## src/rtl/afc_pkg.sv

```systemverilog
package afc_pkg;

    localparam int FIFO_DEPTH = 16;
    localparam int CNT_W      = $clog2(FIFO_DEPTH + 1);

    typedef logic [CNT_W-1:0] cnt_t;

    typedef enum logic [1:0] {
        TRIG_1  = 2'd0,
        TRIG_4  = 2'd1,
        TRIG_8  = 2'd2,
        TRIG_14 = 2'd3
    } trig_e;

    typedef struct packed {
        logic high;
        logic rise;
    } cts_sig_t;

    function automatic cnt_t sel_level(trig_e t);
        case (t)
            TRIG_1:  return cnt_t'(1);
            TRIG_4:  return cnt_t'(4);
            TRIG_8:  return cnt_t'(8);
            default: return cnt_t'(14);
        endcase
    endfunction

    function automatic cnt_t release_level(trig_e t);
        case (t)
            TRIG_1:  return cnt_t'(4);
            TRIG_4:  return cnt_t'(8);
            TRIG_8:  return cnt_t'(14);
            default: return cnt_t'(14);
        endcase
    endfunction

    function automatic cnt_t reclaim_level(trig_e t);
        case (t)
            TRIG_1:  return cnt_t'(0);
            TRIG_4:  return cnt_t'(1);
            TRIG_8:  return cnt_t'(4);
            default: return cnt_t'(8);
        endcase
    endfunction

endpackage

```

## src/rtl/afc_cts_sync.sv

```systemverilog
module afc_cts_sync
    import afc_pkg::*;
#(
    parameter int STAGES = 2
) (
    input  logic     clk,
    input  logic     rst,
    input  logic     cts_n,
    output cts_sig_t cts
);

    logic [STAGES-1:0] chain;
    logic              last;

    generate
        if (STAGES == 1) begin : g_one
            always_ff @(posedge clk) begin
                if (rst) chain <= '0;
                else     chain <= cts_n;
            end
        end else begin : g_many
            always_ff @(posedge clk) begin
                if (rst) chain <= '0;
                else     chain <= {chain[STAGES-2:0], cts_n};
            end
        end
    endgenerate

    always_ff @(posedge clk) begin
        if (rst) last <= 1'b0;
        else     last <= chain[STAGES-1];
    end

    assign cts.high = chain[STAGES-1];
    assign cts.rise = chain[STAGES-1] & ~last;

    a_r11_rise_one_cycle: assert property (@(posedge clk) disable iff (rst)
        cts.rise |=> !cts.rise);

endmodule

```

## src/rtl/afc_rts_ctrl.sv

```systemverilog
module afc_rts_ctrl
    import afc_pkg::*;
#(
    parameter int DEPTH = FIFO_DEPTH
) (
    input  logic  clk,
    input  logic  rst,
    input  logic  auto_en,
    input  logic  sw_rts,
    input  cnt_t  count,
    input  trig_e trig,
    output logic  rts_n,
    output logic  rx_hit,
    output logic  room
);

    localparam cnt_t DEPTH_C = cnt_t'(DEPTH);

    logic rts_off;
    cnt_t up_lvl, dn_lvl, hit_lvl;

    always_comb begin
        up_lvl  = release_level(trig);
        dn_lvl  = reclaim_level(trig);
        hit_lvl = sel_level(trig);
    end

    always_ff @(posedge clk) begin
        if (rst)                  rts_off <= 1'b1;
        else if (!auto_en)        rts_off <= 1'b1;
        else if (count >= up_lvl) rts_off <= 1'b1;
        else if (count <= dn_lvl) rts_off <= 1'b0;
    end

    assign rts_n  = auto_en ? rts_off : ~sw_rts;
    assign rx_hit = (count >= hit_lvl);
    assign room   = (count < DEPTH_C);

    a_r3_release_upper: assert property (@(posedge clk) disable iff (rst)
        (auto_en && count >= up_lvl) |=> rts_off);

    a_r4_reclaim_lower: assert property (@(posedge clk) disable iff (rst)
        (auto_en && count <= dn_lvl && count < up_lvl) |=> !rts_off);

    a_r5_hold_band: assert property (@(posedge clk) disable iff (rst)
        (auto_en && count > dn_lvl && count < up_lvl) |=> $stable(rts_off));

    a_r7_count_range: assert property (@(posedge clk) disable iff (rst)
        count <= DEPTH_C);

endmodule

```

## src/rtl/afc_tx_gate.sv

```systemverilog
module afc_tx_gate
    import afc_pkg::*;
(
    input  logic     clk,
    input  logic     rst,
    input  logic     auto_en,
    input  logic     ien_cts,
    input  cts_sig_t cts,
    input  logic     tx_idle,
    input  logic     char_done,
    input  logic     status_rd,
    output logic     tx_allow,
    output logic     flag
);

    logic set_flag;
    assign set_flag = cts.rise & ien_cts;

    always_ff @(posedge clk) begin
        if (rst)                        tx_allow <= 1'b1;
        else if (!auto_en)              tx_allow <= 1'b1;
        else if (!cts.high)             tx_allow <= 1'b1;
        else if (tx_idle || char_done)  tx_allow <= 1'b0;
    end

    always_ff @(posedge clk) begin
        if (rst)            flag <= 1'b0;
        else if (set_flag)  flag <= 1'b1;
        else if (status_rd) flag <= 1'b0;
    end

    a_r8_stop_at_boundary: assert property (@(posedge clk) disable iff (rst)
        (auto_en && cts.high && (tx_idle || char_done)) |=> !tx_allow);

    a_r8_finish_in_flight: assert property (@(posedge clk) disable iff (rst)
        (auto_en && cts.high && !tx_idle && !char_done && tx_allow) |=> tx_allow);

    a_r9_resume: assert property (@(posedge clk) disable iff (rst)
        (auto_en && !cts.high) |=> tx_allow);

    a_r10_ignore_cts: assert property (@(posedge clk) disable iff (rst)
        !auto_en |=> tx_allow);

    a_r11_flag_set: assert property (@(posedge clk) disable iff (rst)
        (cts.rise && ien_cts) |=> flag);

    a_r12_flag_clear: assert property (@(posedge clk) disable iff (rst)
        (status_rd && !(cts.rise && ien_cts)) |=> !flag);

endmodule

```

## src/rtl/afc_top.sv

```systemverilog
module afc_top
    import afc_pkg::*;
#(
    parameter int DEPTH       = FIFO_DEPTH,
    parameter int SYNC_STAGES = 2
) (
    input  logic             clk,
    input  logic             rst,
    input  logic             auto_rts_en,
    input  logic             auto_cts_en,
    input  logic [1:0]       ien,
    input  logic             sw_rts,
    input  logic             cts_n,
    input  logic [CNT_W-1:0] rx_count,
    input  logic [1:0]       trig_code,
    input  logic             tx_idle,
    input  logic             tx_char_done,
    input  logic             status_rd,
    output logic             rts_n,
    output logic             tx_allow,
    output logic             cts_flag,
    output logic             rx_irq,
    output logic             rx_room
);

    cts_sig_t cts;
    logic     rx_hit;

    afc_cts_sync #(.STAGES(SYNC_STAGES)) u_sync (
        .clk   (clk),
        .rst   (rst),
        .cts_n (cts_n),
        .cts   (cts)
    );

    afc_rts_ctrl #(.DEPTH(DEPTH)) u_rts (
        .clk     (clk),
        .rst     (rst),
        .auto_en (auto_rts_en),
        .sw_rts  (sw_rts),
        .count   (cnt_t'(rx_count)),
        .trig    (trig_e'(trig_code)),
        .rts_n   (rts_n),
        .rx_hit  (rx_hit),
        .room    (rx_room)
    );

    afc_tx_gate u_gate (
        .clk       (clk),
        .rst       (rst),
        .auto_en   (auto_cts_en),
        .ien_cts   (ien[1]),
        .cts       (cts),
        .tx_idle   (tx_idle),
        .char_done (tx_char_done),
        .status_rd (status_rd),
        .tx_allow  (tx_allow),
        .flag      (cts_flag)
    );

    assign rx_irq = ien[0] & rx_hit;

    a_r6_irq_needs_enable: assert property (@(posedge clk) disable iff (rst)
        !ien[0] |-> !rx_irq);

endmodule

```

## config.mk

```make
export PLATFORM = sky130hd
export DESIGN_NAME = afc_top
export DESIGN_NICKNAME = d
export VERILOG_FILES = /design/src/rtl/afc_pkg.sv /design/src/rtl/afc_cts_sync.sv /design/src/rtl/afc_rts_ctrl.sv /design/src/rtl/afc_tx_gate.sv /design/src/rtl/afc_top.sv
export SDC_FILE = /design/constraint.sdc
export NUM_CORES = 1
export LEC_CHECK = 0
export BUFFER_PORTS_ARGS = -buffer_cell sky130_fd_sc_hd__buf_2
export CAP_MARGIN = 0
export CORE_AREA = 2 2 39 41
export CTS_CLUSTER_DIAMETER = 150
export DETAILED_ROUTE_END_ITERATION = 12
export DIE_AREA = 0 0 41 43
export GPL_TIMING_DRIVEN = 0
export SLEW_MARGIN = 40
export SYNTH_ARGS = -nofsm -noshare
export SYNTH_HDL_FRONTEND = slang
export SYNTH_SLANG_ARGS = --single-unit
```

## constraint.sdc

```tcl
create_clock -name clk -period 2.31 [get_ports clk]
set_clock_uncertainty 0.1 [all_clocks]
set_input_delay 0.693 -clock clk [delete_from_list [all_inputs] [get_ports clk]]
set_output_delay 0.693 -clock clk [all_outputs]
set_load 0.03 [all_outputs]
```

==> results of run 1 <==
cell type report:
| type | count | area [um^2] |
|---|---|---|
| fillers | 146 | 696.9 |
| multi-input cells | 42 | 354.1 |
| repair buffers | 23 | 140.1 |
| flip-flops and latches | 6 | 120.1 |
| inverters | 7 | 26.28 |
| clock buffers | 3 | 22.52 |
| well taps | 16 | 20.02 |
| plain buffers | 1 | 3.754 |
worst max-delay path, stage by stage:
cell,delay (ns)
buf_8,0.10
nor2_4,0.12
ha_4,0.20
nand2b_4,0.13
a21oi_2,0.11
o21ai_1,0.06
and2_4,0.14
buf_6,0.13
flip-flops by register name, summed over array words and instances (netlist names):
register,flops
u_sync.chain,2
u_rts.rts_off,1
u_gate.flag,1
u_sync.last,1
u_gate.tx_allow,1
per-layer routing:
metal  global-route usage  up-vias  part of all wire
met5                    0        -                 0
met4               0.1000        0             0.017
met3              0.03141        2             0.073
met2               0.2375       18              0.50
met1               0.1561      197              0.41
li1                     -      244                 -
per-stage QoR:
step | TNS, ns | cell area (um^2) | setup slack, ns
3_3_place_gp | -0.3520 | 588.1 | -0.3520
2_1_floorplan | 0 | 457.9 | 0.005193
3_5_place_dp | -0.3485 | 588.1 | -0.3485
4_1_cts | -0.1644 | 686.9 | -0.1644
6_report | -0.1694 | 686.9 | -0.1694
5_1_grt | -0.2245 | 686.9 | -0.2245
worst max path at each step:
stage	from	end	slack (ns)
global route	trig_code[0]	rx_irq	-0.22
global placement	trig_code[1]	rx_irq	-0.35
detailed placement	trig_code[1]	rx_irq	-0.35
finish	trig_code[0]	rx_irq	-0.17
floorplan	trig_code[1]	rx_irq	0.005
CTS	trig_code[0]	rx_irq	-0.16
synth_stat cells, types with 2 or more instances:
cell type / count / area [um^2]
a21oi_1: 4 / 20.02
nor2_1: 5 / 18.77
ha_1: 10 / 125.1
nand2b_1: 2 / 12.51
o21ai_0: 3 / 15.01
dfxtp_1: 6 / 120.1
nor2b_1: 3 / 18.77
nand3_1: 2 / 10.01
nand2_1: 5 / 18.77
inv_1: 7 / 26.28
what timing repair did:
action | in CTS | in global routing
pin swaps | 2 | 0
buffers inserted | 1 | 0
resized for setup | 15 | 1
setup endpoints to repair | 1 | 1
cells by family after synthesis:
| family | after synthesis |
|---|---|
| multiplexers | 1 |
| flip-flops | 6 |
| AO/OA/AOI/OAI | 9 |
| adder cells (fa/ha/maj) | 10 |
| buffers and inverters | 8 |
| AND/OR/NAND/NOR | 22 |
power breakdown:
part / total [W] / switching, W / leakage [nW] / internal (W)
clock network: 0.0000968 / 0.0000380 / 0.0138 / 0.0000588
registers: 0.000108 / 0.000000780 / 0.0490 / 0.000107
logic: 0.0000940 / 0.0000465 / 0.282 / 0.0000474
total: 0.000298 / 0.0000853 / 0.345 / 0.000213
==> results.json, run 1 <==
{
  "status": "complete, but fails checks",
  "violations": "setup timing",
  "whs_ns": 0.3416,
  "htreeDepth": 1,
  "root_buffer": "clkbuf_4",
  "overflow": 0,
  "syn_area_per_cell_um2": 8.088,
  "place_congestion": 0.7863,
  "pwr_density_cell_nw_per_um2": 434.5,
  "layout_commonest_cell": "buf_2",
  "holdPathStages": 1,
  "setup_slack_ns": -0.1694,
  "synth-edff-count": 0,
  "cp_max_fo": 3,
  "synth-compound-area-share": 0.1105,
  "synthXorXnorAreaFrac": 0,
  "routed_wl_um": 1020,
  "hold_violations": 0,
  "r2r_start": "u_rts.rts_off",
  "ys_seq_area_frac": 0.2652,
  "arrival_ns": 1.69,
  "wl_per_cell_um": 10.41,
  "synth_top_family_by_area": "adder cells",
  "setup_viol": 1,
  "drc": 0,
  "routed_via_density": 4.704,
  "fmax_ghz": 0.4033,
  "synth_fa_ha_area_frac": 0.2762,
  "start_util": 0.3273,
  "ir_drop_mv": 0.1223,
  "whs_endpoint": "u_sync.chain[1]",
  "synth_warnings": 0,
  "r2r-end": "u_rts.rts_off",
  "grt_pass1_wl_um": 1697,
  "slew_headroom": 0.8270,
  "drtPass1Iterations": 2,
  "final_cell_mix": "19 x buf_2, 8 x ha_1, 6 x dfxtp_1, 5 x inv_1, 5 x nand2_1",
  "port_buffers": 22,
  "synth_seq_cells": 6,
  "tightest_slew_ns": 0.2560,
  "final_layout_size_suffix_gt1_frac": 0.4268,
  "clock-sinks": 6,
  "dieArea_um2": 1763,
  "synth_nets": 84,
  "final_max_slew_viol_count": 0,
  "grt_pass1_vias": 450,
  "cts_hold_buf": 0,
  "total_power_w": 0.0002985,
  "rsz0062_at_grt": "true",
  "worstHoldStart": "u_sync.chain[0]",
  "rows": 14,
  "grt_max_degree": 8,
  "synth_cells": 56,
  "die_h_um": 43,
  "synth_cell_types": 19,
  "clk_pin_slew_ns": 0.04,
  "fin_nets": 112,
  "ys.flop_type": "dfxtp_1",
  "antennaDiodeCount": 0,
  "ff2ff_setup_slack_ns": 1.50,
  "syn_to_final_growth_pct": 51.66,
  "reg2regPathDepth": 4,
  "dp_hpwl_um": 826.4,
  "numCtsBuffers": 3,
  "stdcell_count": 98,
  "synth-simple-area-share": 0.2597,
  "end_kind": "output port",
  "core_area_um2": 1384,
  "clockBufferDepth": 2,
  "fin_crit_sh": 1.073,
  "dpl.cell_count": 94,
  "grt.total_usage": 0.1461,
  "cts_tree": "done",
  "cp.required_ns": 1.52,
  "drt_iter0_drc": 1,
  "post-route-util": 0.4964,
  "synth-async-reset-ratio": 0,
  "setup.worst_path.start_class": "primary input",
  "syn_area_um2": 452.9,
  "hold_class": "register to register",
  "ant_nets": 0,
  "clock_latency_ns": 0.25,
  "vias": 461,
  "maxCapViolations": 0,
  "antenna_found_initial": 0,
  "total_leakage_power_nw": 0.3452,
  "synthMuxAreaShare": 0.02210,
  "crit_type": "primary input to output port",
  "ioPinCount": 23,
  "period_needed_ns": 2.479,
  "die_w_um": 41
}
Note: power is estimated with default switching activity, not from simulation.
==> run 2, diff against run 1 <==
SYNTH_HIERARCHICAL = 1   (was unset)
==> results.json, run 2 <==
{
  "fmax_ghz": 0.3499,
  "numCtsBuffers": 3,
  "synth_nets": 85,
  "largest_reg_flops": 2,
  "final_max_slew_viol_count": 0,
  "ant_nets": 0,
  "hold_violations": 0,
  "synth_area_leaders": "ha_1 26%, dfxtp_1 25%, inv_1 6.3%, nand2_1 4.0%, nor2b_1 4.0%",
  "htreeDepth": 1,
  "routed_wl_um": 1015,
  "wl_per_cell_um": 10.25,
  "cp_max_fo": 3,
  "rsz0062_at_grt": "true",
  "core_area_um2": 1384,
  "clock_latency_ns": 0.24,
  "pwr_density_cell_nw_per_um2": 424.8,
  "fill_cells": 140,
  "vias": 462,
  "final_cell_mix": "19 x buf_2, 9 x ha_1, 7 x inv_1, 6 x dfxtp_1, 5 x nand2_1",
  "total_leakage_power_nw": 0.3653,
  "syn_area_per_cell_um2": 8.297,
  "clock-sinks": 6,
  "arrival_ns": 2.06,
  "syn_to_final_growth_pct": 44.97,
  "synth_seq_cells": 6,
  "drc": 0,
  "ioPinCount": 23,
  "tightest_slew_ns": 0.3552,
  "grt.total_usage": 0.1344,
  "port_buffers": 22,
  "cts_tree": "done",
  "cp.required_ns": 1.52,
  "synth_cells": 57,
  "start_util": 0.3418,
  "root_buffer": "clkbuf_4",
  "setup_slack_ns": -0.5477,
  "clk_pin_slew_ns": 0.04,
  "grt_max_degree": 8,
  "total_power_w": 0.0002913,
  "die_h_um": 43,
  "crit_type": "primary input to output port",
  "status": "complete, but fails checks",
  "synth_warnings": 6,
  "slew_headroom": 0.7600,
  "fin_crit_sh": 1.237,
  "antennaDiodeCount": 0,
  "dieArea_um2": 1763,
  "setup_viol": 1,
  "drt_iter0_drc": 4,
  "synth_top_area_share": 0.2646,
  "die_w_um": 41,
  "synth.largest_area_cell": "ha_1",
  "synth_cell_types": 22,
  "hold_class": "register to register",
  "ys_seq_area_frac": 0.2540,
  "drtPass1Iterations": 3,
  "grt_pass1_wl_um": 1628,
  "clockBufferDepth": 2,
  "dp_hpwl_um": 819.8,
  "synth_most_common_cell": "ha_1",
  "maxCapViolations": 0,
  "place_congestion": 0.7054,
  "ir_drop_mv": 0.1341,
  "final_layout_size_suffix_gt1_frac": 0.3976,
  "routed_via_density": 4.667,
  "layout_commonest_cell": "buf_2",
  "finalSetupTns_ns": -0.5477,
  "end_kind": "output port",
  "synth-edff-count": 0,
  "place_ws_ns": -0.6990,
  "grt_pass1_vias": 442,
  "synth-async-reset-ratio": 0,
  "violations": "setup timing",
  "rows": 14,
  "synth_top_cells_by_count": "10 x ha_1, 8 x inv_1, 6 x dfxtp_1",
  "regMostFlops": "u_sync/chain",
  "antenna_found_initial": 0,
  "period_needed_ns": 2.858,
  "fin_nets": 113,
  "ys.flop_type": "dfxtp_1",
  "setup.worst_path.start_class": "primary input",
  "overflow": 0,
  "syn_area_um2": 473.0
}
[run 2: worst paths after layout]
path                   startpoint              end  slack (ns)  cells past startpoint
hold / removal    u_sync/chain[0]  u_sync/chain[1]        0.33                      1
setup / recovery     trig_code[0]           rx_irq       -0.55                      9
setup reg to reg  u_sync/chain[1]  u_gate/tx_allow        1.38                      3
hold reg to reg   u_sync/chain[0]  u_sync/chain[1]        0.33                      1
[run 2: power breakdown]
part | switching [W] | leakage, nW | internal (W)
clock | 0.0000340 | 0.0138 | 0.0000585
combinational | 0.0000441 | 0.302 | 0.0000466
sequential | 0.000000980 | 0.0490 | 0.000107
[run 2: cell families after synthesis]
| kind of cell | count (synthesis) | synth area share |
|---|---|---|
| flops | 6 | 0.2540 |
| mux | 1 | 0.02116 |
| fa+ha+maj | 10 | 0.2646 |
| compound gates | 10 | 0.1402 |
| simple gates | 20 | 0.2328 |
| buf+inv | 10 | 0.08730 |
[run 2: layout make-up]
| class | count | area [um^2] | share of cell area |
|---|---|---|---|
| multi-input cells | 41 | 341.6 | 0.4982 |
| repair buffers | 23 | 140.1 | 0.2044 |
| flip-flops and latches | 6 | 120.1 | 0.1752 |
| inverters | 8 | 30.03 | 0.04380 |
| clock buffers | 3 | 22.52 | 0.03285 |
| well taps | 16 | 20.02 | 0.02920 |
| plain buffers | 2 | 11.26 | 0.01642 |
[run 2: through the flow]
| step | instances | hold WS, ns | utilization | cell area (um^2) |
|---|---|---|---|---|
| 4_1_cts | 99 | 0.3305 | 0.4955 | 685.7 |
| 5_1_grt | 99 | 0.3555 | 0.4955 | 685.7 |
| 3_3_place_gp | 95 | 0.3347 | 0.4430 | 613.1 |
| 6_report | 99 | 0.3303 | 0.4955 | 685.7 |
| 2_1_floorplan | 57 | 0.3138 | - | 483.0 |
| 3_5_place_dp | 95 | 0.3204 | 0.4430 | 613.1 |
[run 2: repair_timing]
item / CTS / global route
endpoints found under the setup margin: 1 / 1
pin swaps: 2 / 0
hold buffers: 0 / 0
setup buffers: 1 / 0
gates cloned: 0 / 0
resized for setup: 10 / 0
[run 2: worst max-delay path: stages]
cell	delay [ns]
buf_8	0.10
nor2_4	0.12
ha_4	0.20
nand2b_4	0.13
a21o_1	0.15
a21o_1	0.15
a211o_1	0.24
and2_4	0.15
buf_6	0.13
[run 2: per-layer routing]
layer | global-route usage | wire length, um | vias to the layer above
li1 | - | - | 247
met1 | 0.1410 | 422 | 199
met2 | 0.2344 | 519 | 16
met3 | 0.01571 | 74 | 0
met4 | 0.08000 | 0 | 0
met5 | 0 | 0 | -
